### src/rtl/cps_pkg.sv
`timescale 1ns/1ps
package cps_pkg;

  localparam int STEP_W = 4;
  typedef logic [STEP_W-1:0] step_t;

  // Half-period step marks; the ordering of these is the block's behaviour.
  localparam step_t UP_VCC      = 4'd3;   // supply on during power-up
  localparam step_t UP_IO       = 4'd8;   // I/O and clock window open
  localparam step_t UP_DONE     = 4'd14;  // powered state reached
  localparam step_t DN_START    = 4'd10;  // reload value for power-down
  localparam step_t DN_IO_KEEP  = 4'd9;   // I/O kept while step >= this
  localparam step_t DN_VCC_KEEP = 4'd8;   // supply kept while step >= this

  typedef enum logic [2:0] {
    ST_OFF   = 3'd0,
    ST_IDLE  = 3'd1,
    ST_SLEEP = 3'd2,
    ST_WAKE  = 3'd3,
    ST_RAMP  = 3'd4,
    ST_LIVE  = 3'd5,
    ST_DRAIN = 3'd6,
    ST_HOLD  = 3'd7
  } seq_state_e;

endpackage

### src/rtl/cps_tick_gen.sv
`timescale 1ns/1ps
module cps_tick_gen #(
  parameter int HALF_T_CYCLES = 625
) (
  input  logic clk,
  input  logic rst_n,
  input  logic restart,
  output logic tick
);
  localparam int PRE_W = (HALF_T_CYCLES > 1) ? $clog2(HALF_T_CYCLES) : 1;
  localparam logic [PRE_W-1:0] LAST = PRE_W'(HALF_T_CYCLES - 1);

  logic [PRE_W-1:0] pcnt_q, pcnt_d;

  assign tick = (pcnt_q == LAST);

  always_comb begin
    if (restart || tick) pcnt_d = '0;
    else                 pcnt_d = pcnt_q + 1'b1;
  end

  always_ff @(posedge clk or negedge rst_n) begin
    if (!rst_n) pcnt_q <= '0;
    else        pcnt_q <= pcnt_d;
  end
endmodule

### src/rtl/cps_fsm.sv
`timescale 1ns/1ps
module cps_fsm
  import cps_pkg::*;
#(
  parameter int WAKE_CYCLES = 96
) (
  input  logic       clk,
  input  logic       rst_n,
  input  logic       tick,
  input  logic       supv_rdy,
  input  logic       cmd_n,
  input  logic       mode,
  input  logic       card_present,
  input  logic       flt_ovc,
  input  logic       flt_vdrop,
  input  logic       flt_temp,
  output seq_state_e state,
  output step_t      step,
  output step_t      lvl,
  output logic       fault_q,
  output logic       restart
);
  localparam int WAKE_W = (WAKE_CYCLES > 1) ? $clog2(WAKE_CYCLES) : 1;
  localparam logic [WAKE_W-1:0] WAKE_LAST = WAKE_W'(WAKE_CYCLES - 1);

  seq_state_e        st_q, st_d;
  step_t             step_q, step_d;
  step_t             lvl_q, lvl_d;
  logic              flt_q, flt_d;
  logic [WAKE_W-1:0] wcnt_q, wcnt_d;

  logic fault_now, abort;
  assign fault_now = !card_present || flt_ovc || flt_vdrop || flt_temp;
  assign abort     = fault_now || cmd_n || !mode;

  always_comb begin
    st_d   = st_q;
    step_d = step_q;
    lvl_d  = lvl_q;
    flt_d  = flt_q;
    wcnt_d = wcnt_q;
    unique case (st_q)
      ST_OFF: begin
        if (supv_rdy) st_d = ST_IDLE;
      end
      ST_IDLE: begin
        if (!mode) begin
          st_d = ST_SLEEP;
        end else if (!cmd_n) begin
          st_d   = ST_RAMP;
          step_d = '0;
        end
      end
      ST_SLEEP: begin
        if (mode) begin
          st_d   = ST_WAKE;
          wcnt_d = '0;
        end
      end
      ST_WAKE: begin
        if (!mode)                  st_d = ST_SLEEP;
        else if (wcnt_q == WAKE_LAST) st_d = ST_IDLE;
        else                        wcnt_d = wcnt_q + 1'b1;
      end
      ST_RAMP: begin
        if (abort) begin
          st_d   = ST_DRAIN;
          lvl_d  = step_q;
          step_d = DN_START;
          flt_d  = fault_now;
        end else if (tick) begin
          if (step_q == UP_DONE - 4'd1) st_d = ST_LIVE;
          else                          step_d = step_q + 4'd1;
        end
      end
      ST_LIVE: begin
        if (abort) begin
          st_d   = ST_DRAIN;
          lvl_d  = UP_DONE;
          step_d = DN_START;
          flt_d  = fault_now;
        end
      end
      ST_DRAIN: begin
        if (tick) begin
          if (step_q == 4'd1) begin
            step_d = '0;
            if (flt_q)      st_d = ST_HOLD;
            else if (!mode) st_d = ST_SLEEP;
            else            st_d = ST_IDLE;
          end else begin
            step_d = step_q - 4'd1;
          end
        end
      end
      ST_HOLD: begin
        if (cmd_n && card_present) begin
          st_d  = ST_IDLE;
          flt_d = 1'b0;
        end
      end
      default: st_d = ST_OFF;
    endcase
  end

  always_ff @(posedge clk or negedge rst_n) begin
    if (!rst_n) begin
      st_q   <= ST_OFF;
      step_q <= '0;
      lvl_q  <= '0;
      flt_q  <= 1'b0;
      wcnt_q <= '0;
    end else begin
      st_q   <= st_d;
      step_q <= step_d;
      lvl_q  <= lvl_d;
      flt_q  <= flt_d;
      wcnt_q <= wcnt_d;
    end
  end

  assign state   = st_q;
  assign step    = step_q;
  assign lvl     = lvl_q;
  assign fault_q = flt_q;
  assign restart = (st_d != st_q);
endmodule

### src/rtl/cps_out_decode.sv
`timescale 1ns/1ps
module cps_out_decode
  import cps_pkg::*;
(
  input  seq_state_e state,
  input  step_t      step,
  input  step_t      lvl,
  input  logic       host_rst,
  output logic       boost_en,
  output logic       vcc_en,
  output logic       io_en,
  output logic       card_clk_en,
  output logic       card_rst
);
  logic ramp, live, drain;

  always_comb begin
    ramp  = (state == ST_RAMP);
    live  = (state == ST_LIVE);
    drain = (state == ST_DRAIN);

    boost_en = ramp || live || drain;

    vcc_en = (ramp && step >= UP_VCC) || live ||
             (drain && step >= DN_VCC_KEEP && lvl >= UP_VCC);

    io_en  = (ramp && step >= UP_IO) || live ||
             (drain && step >= DN_IO_KEEP && lvl >= UP_IO);

    card_clk_en = (ramp && step >= UP_IO && host_rst) || live ||
                  (drain && step == DN_START && lvl >= UP_IO &&
                   (lvl >= UP_DONE || host_rst));

    card_rst = live && !host_rst;
  end
endmodule

### src/rtl/card_power_seq.sv
`timescale 1ns/1ps
module card_power_seq
  import cps_pkg::*;
#(
  parameter int HALF_T_CYCLES = 625,
  parameter int WAKE_CYCLES   = 96
) (
  input  logic clk,
  input  logic rst_n,
  input  logic supv_rdy,
  input  logic cmd_n,
  input  logic mode,
  input  logic host_rst,
  input  logic card_present,
  input  logic flt_ovc,
  input  logic flt_vdrop,
  input  logic flt_temp,
  output logic boost_en,
  output logic vcc_en,
  output logic io_en,
  output logic card_clk_en,
  output logic card_rst,
  output logic off_n
);
  seq_state_e state;
  step_t      step, lvl;
  logic       tick, restart, fault_q;

  cps_tick_gen #(.HALF_T_CYCLES(HALF_T_CYCLES)) u_tick (
    .clk     (clk),
    .rst_n   (rst_n),
    .restart (restart),
    .tick    (tick)
  );

  cps_fsm #(.WAKE_CYCLES(WAKE_CYCLES)) u_fsm (
    .clk          (clk),
    .rst_n        (rst_n),
    .tick         (tick),
    .supv_rdy     (supv_rdy),
    .cmd_n        (cmd_n),
    .mode         (mode),
    .card_present (card_present),
    .flt_ovc      (flt_ovc),
    .flt_vdrop    (flt_vdrop),
    .flt_temp     (flt_temp),
    .state        (state),
    .step         (step),
    .lvl          (lvl),
    .fault_q      (fault_q),
    .restart      (restart)
  );

  cps_out_decode u_dec (
    .state       (state),
    .step        (step),
    .lvl         (lvl),
    .host_rst    (host_rst),
    .boost_en    (boost_en),
    .vcc_en      (vcc_en),
    .io_en       (io_en),
    .card_clk_en (card_clk_en),
    .card_rst    (card_rst)
  );

  assign off_n = !fault_q;
endmodule

### config.mk
export PLATFORM = sky130hd
export DESIGN_NAME = card_power_seq
export DESIGN_NICKNAME = d
export VERILOG_FILES = /design/src/rtl/cps_pkg.sv /design/src/rtl/cps_tick_gen.sv /design/src/rtl/cps_fsm.sv /design/src/rtl/cps_out_decode.sv /design/src/rtl/card_power_seq.sv
export SDC_FILE = /design/constraint.sdc
export NUM_CORES = 1
export LEC_CHECK = 0
export ABC_AREA = 1
export BUFFER_PORTS_ARGS = -buffer_cell sky130_fd_sc_hd__buf_2
export CAP_MARGIN = 30
export CORE_AREA = 2 2 72 74
export CTS_CLUSTER_DIAMETER = 50
export CTS_CLUSTER_SIZE = 14
export DETAILED_ROUTE_END_ITERATION = 10
export DIE_AREA = 0 0 74 76
export GPL_TIMING_DRIVEN = 0
export PLACE_DENSITY = 0.66
export SKIP_CTS_REPAIR_TIMING = 1
export SLEW_MARGIN = 5
export SYNTH_ARGS = -nofsm -noshare
export SYNTH_HDL_FRONTEND = slang
export SYNTH_HIERARCHICAL = 1
export SYNTH_SLANG_ARGS = --single-unit
export TNS_END_PERCENT = 5
### constraint.sdc
create_clock -name clk -period 1.9 [get_ports clk]
set_input_delay 0.095 -clock clk [delete_from_list [all_inputs] [get_ports clk]]
set_output_delay 0.095 -clock clk [all_outputs]
set_load 0.005 [all_outputs]
==> impl_metrics.ini <==
[routing]
detail-route-antenna-nets = 0
drc = 0
viasPerCell = 4.83
drtIter0Drc = 118
wl_met3_um = 174
wl_met2_mm = 2.22
drt-met1-wl_mm = 2.50
first_pass_iters = 4
routed_wl_mm = 4.92
num_vias = 2088
avgRoutedWirePerCell_um = 11.4
top_layer_used = met4

[cts]
path_clk_slew_ps = 60
clk_path_buf_depth = 2
clock_latency_ps = 280
cts_tree = done
cts.sinks = 29
cts_buffers = 5
clock-root-buffer = clkbuf_8
htree_levels = 2

[setup_path]
start_kind = register
cp-endpoint = u_tick/pcnt_q[5]
r2r_slack_ps = -70
critPathBufInv = 1
path_class = register to register
crit_start = u_tick/pcnt_q[2]
arrival_ps = 2180
path_depth = 13
crit_family = simple AND/OR/NAND/NOR gates
required_ps = 2110
cp_max_fo = 5
regToRegStartpoint = u_tick/pcnt_q[2]
r2r_cells = 13
path_cells = nor2_4 > nand4_1 > nor3_4 > nand4_1 > nand2_2 > nand2_2 > o21ai_2 > nand2_1 > nor2_1 > nand2_1 > inv_2 > nand2_4 > nor2_2
slowest_stage = dfrtp_2
max_stage_delay_ps = 430
worstReg2RegEnd = u_tick/pcnt_q[5]
end_kind = register

[synthesis]
synth_area_mm2 = 0.00221
yosysSeqAreaShare = 0.328
ys_seq_elements = 29
synth_cell_type_count = 37
synth.avg_cell_area_um2 = 6.79
syn_inst = 326
syn_nets = 342
yosys_warnings = 6

[status]
run_status = complete, but fails checks
violations = setup timing

[finish]
antenna_cells = 0
fin_area_mm2 = 0.00263
drive_above_1_share = 0.235
fin_cells = 432
final_nets = 378
final_util = 0.536
final_common_cell = nand2_1
area_growth_pct = 18.8
layout_common_cells = nand2_1, inv_1, nor2_1

[power]
power.internal_mw = 1.63
p_seq_frac = 0.312
power_frac_clock = 0.168
p_total_mw = 3.06
p_per_area_mw_per_mm2 = 1160
p_comb_frac = 0.519
ir_drop_v = 0.000451
p_sw_mw = 1.43
power_leakage_nw = 1.33
swShare = 0.467

[timing]
fmax_ghz = 0.507
setup-violations-final = 11
min_period_over_period = 1.04
slew_violations = 0
slew_headroom = 0.549
rsz0062_at_grt = yes
layout_min_cycle_time_ps = 1970
fin_tns_setup_ps = -611
hold_ws_ps = 115
hold_viol = 0
worstMarginPinSlew_ps = 676
layout_setup_ws_ps = -73.6
fin_skew_ps = 6.35

[place]
finalWeightedCongestion = 0.796
dp_hpwl_mm = 3.55
numPortBuffers = 15
postPlaceCellArea_mm2 = 0.00238
dp_slack_ps = -468
place_inst = 411

[floorplanning]
die_area_mm2 = 0.00562
die_y_um = 76
start_util = 0.451
core_mm2 = 0.00491
die_x_um = 74
io_pins = 16
fp-row-count = 26

[grt]
grtUsageTotal = 0.189
grt_max_degree = 30
grt_pass1_vias = 1894
grt_pass1_wl_mm = 8.47
antenna_found_initial = 0
overflow = 0

[hold_path]
min_path_type = input port to register

[flow_run]
cap_viol_max_count = 0
how the worst min path moves through the flow:
stage	to	slack [ps]	cells past startpoint	from
final	u_fsm/state[0]	120	5	supv_rdy
after global routing	u_fsm/state[0]	150	5	supv_rdy
after global placement	u_tick/pcnt_q[0]	170	1	rst_n
after CTS	u_tick/pcnt_q[8]	-130	1	rst_n
after floorplan	u_fsm/fault_q	-200	0	rst_n
after detailed placement	u_tick/pcnt_q[0]	170	1	rst_n
cells by family (layout without fill, tap and decap cells):
logic type / Yosys count / count (layout) / share of synthesized area
buffers and inverters: 59 / 94 / 0.111
AND/OR/NAND/NOR: 190 / 191 / 0.405
flip-flops: 29 / 29 / 0.328
AO/OA/AOI/OAI: 36 / 36 / 0.0983
adder cells (fa/ha/maj): 6 / 6 / 0.0339
XOR/XNOR: 6 / 6 / 0.0237
worst register-to-register path, cell delays in order (launching register included):
cell,delay [ps]
dfrtp_2,430
nor2_4,120
nand4_1,140
nor3_4,270
nand4_1,130
nand2_2,110
nand2_2,60
o21ai_2,110
nand2_1,60
nor2_1,100
nand2_1,70
inv_2,100
nand2_4,100
nor2_2,100
cells in the mapped netlist, drive strengths merged:
library cell	number	share of area
nor3	6	0.021
o21a	1	0.0034
a31oi	3	0.0085
o211ai	1	0.0034
o21ai	15	0.037
nor2	57	0.12
a21oi	6	0.014
xnor2	4	0.016
o31ai	4	0.014
xor2	2	0.0079
o22ai	3	0.0085
nand3	25	0.069
nand4	12	0.034
nand2	89	0.16
buf	5	0.016
a21o	1	0.0034
or2	1	0.0028
ha	6	0.034
dfrtp	29	0.33
inv	54	0.095
o21bai	2	0.0068
area by class of cell:
type | instances | area (um^2)
plain buffers | 5 | 36.3
clock buffers | 7 | 86.3
fillers | 484 | 2280
inverters | 54 | 210
multi-input cells | 239 | 1310
flip-flops and latches | 29 | 728
well taps | 70 | 87.6
repair buffers | 28 | 175
state kept, by name (all words and copies together), names as in the netlist:
| name | count |
|---|---|
| u_fsm/step | 4 |
| u_fsm/lvl | 4 |
| u_tick/pcnt_q | 10 |
| u_fsm/fault_q | 1 |
| u_fsm/wcnt_q | 7 |
| u_fsm/state | 3 |
routing by layer:
layer  global-route usage  vias up
met1                0.275      945
met3               0.0357        2
met2                0.284       34
met5                    0        -
met4               0.0545        0
li1                     -     1107
power by group through the flow:
stage / Clock, mW / Sequential (mW) / Combinational [mW]
final: 0.516 / 0.956 / 1.59
after global routing: 0.572 / 0.985 / 1.80
after CTS: 0.539 / 0.964 / 1.46
after detailed placement: 0 / 0.973 / 1.45
after global placement: 0 / 0.964 / 1.43
after floorplan: 0 / 0.919 / 1.16
Power figures use the tool's default switching activity.
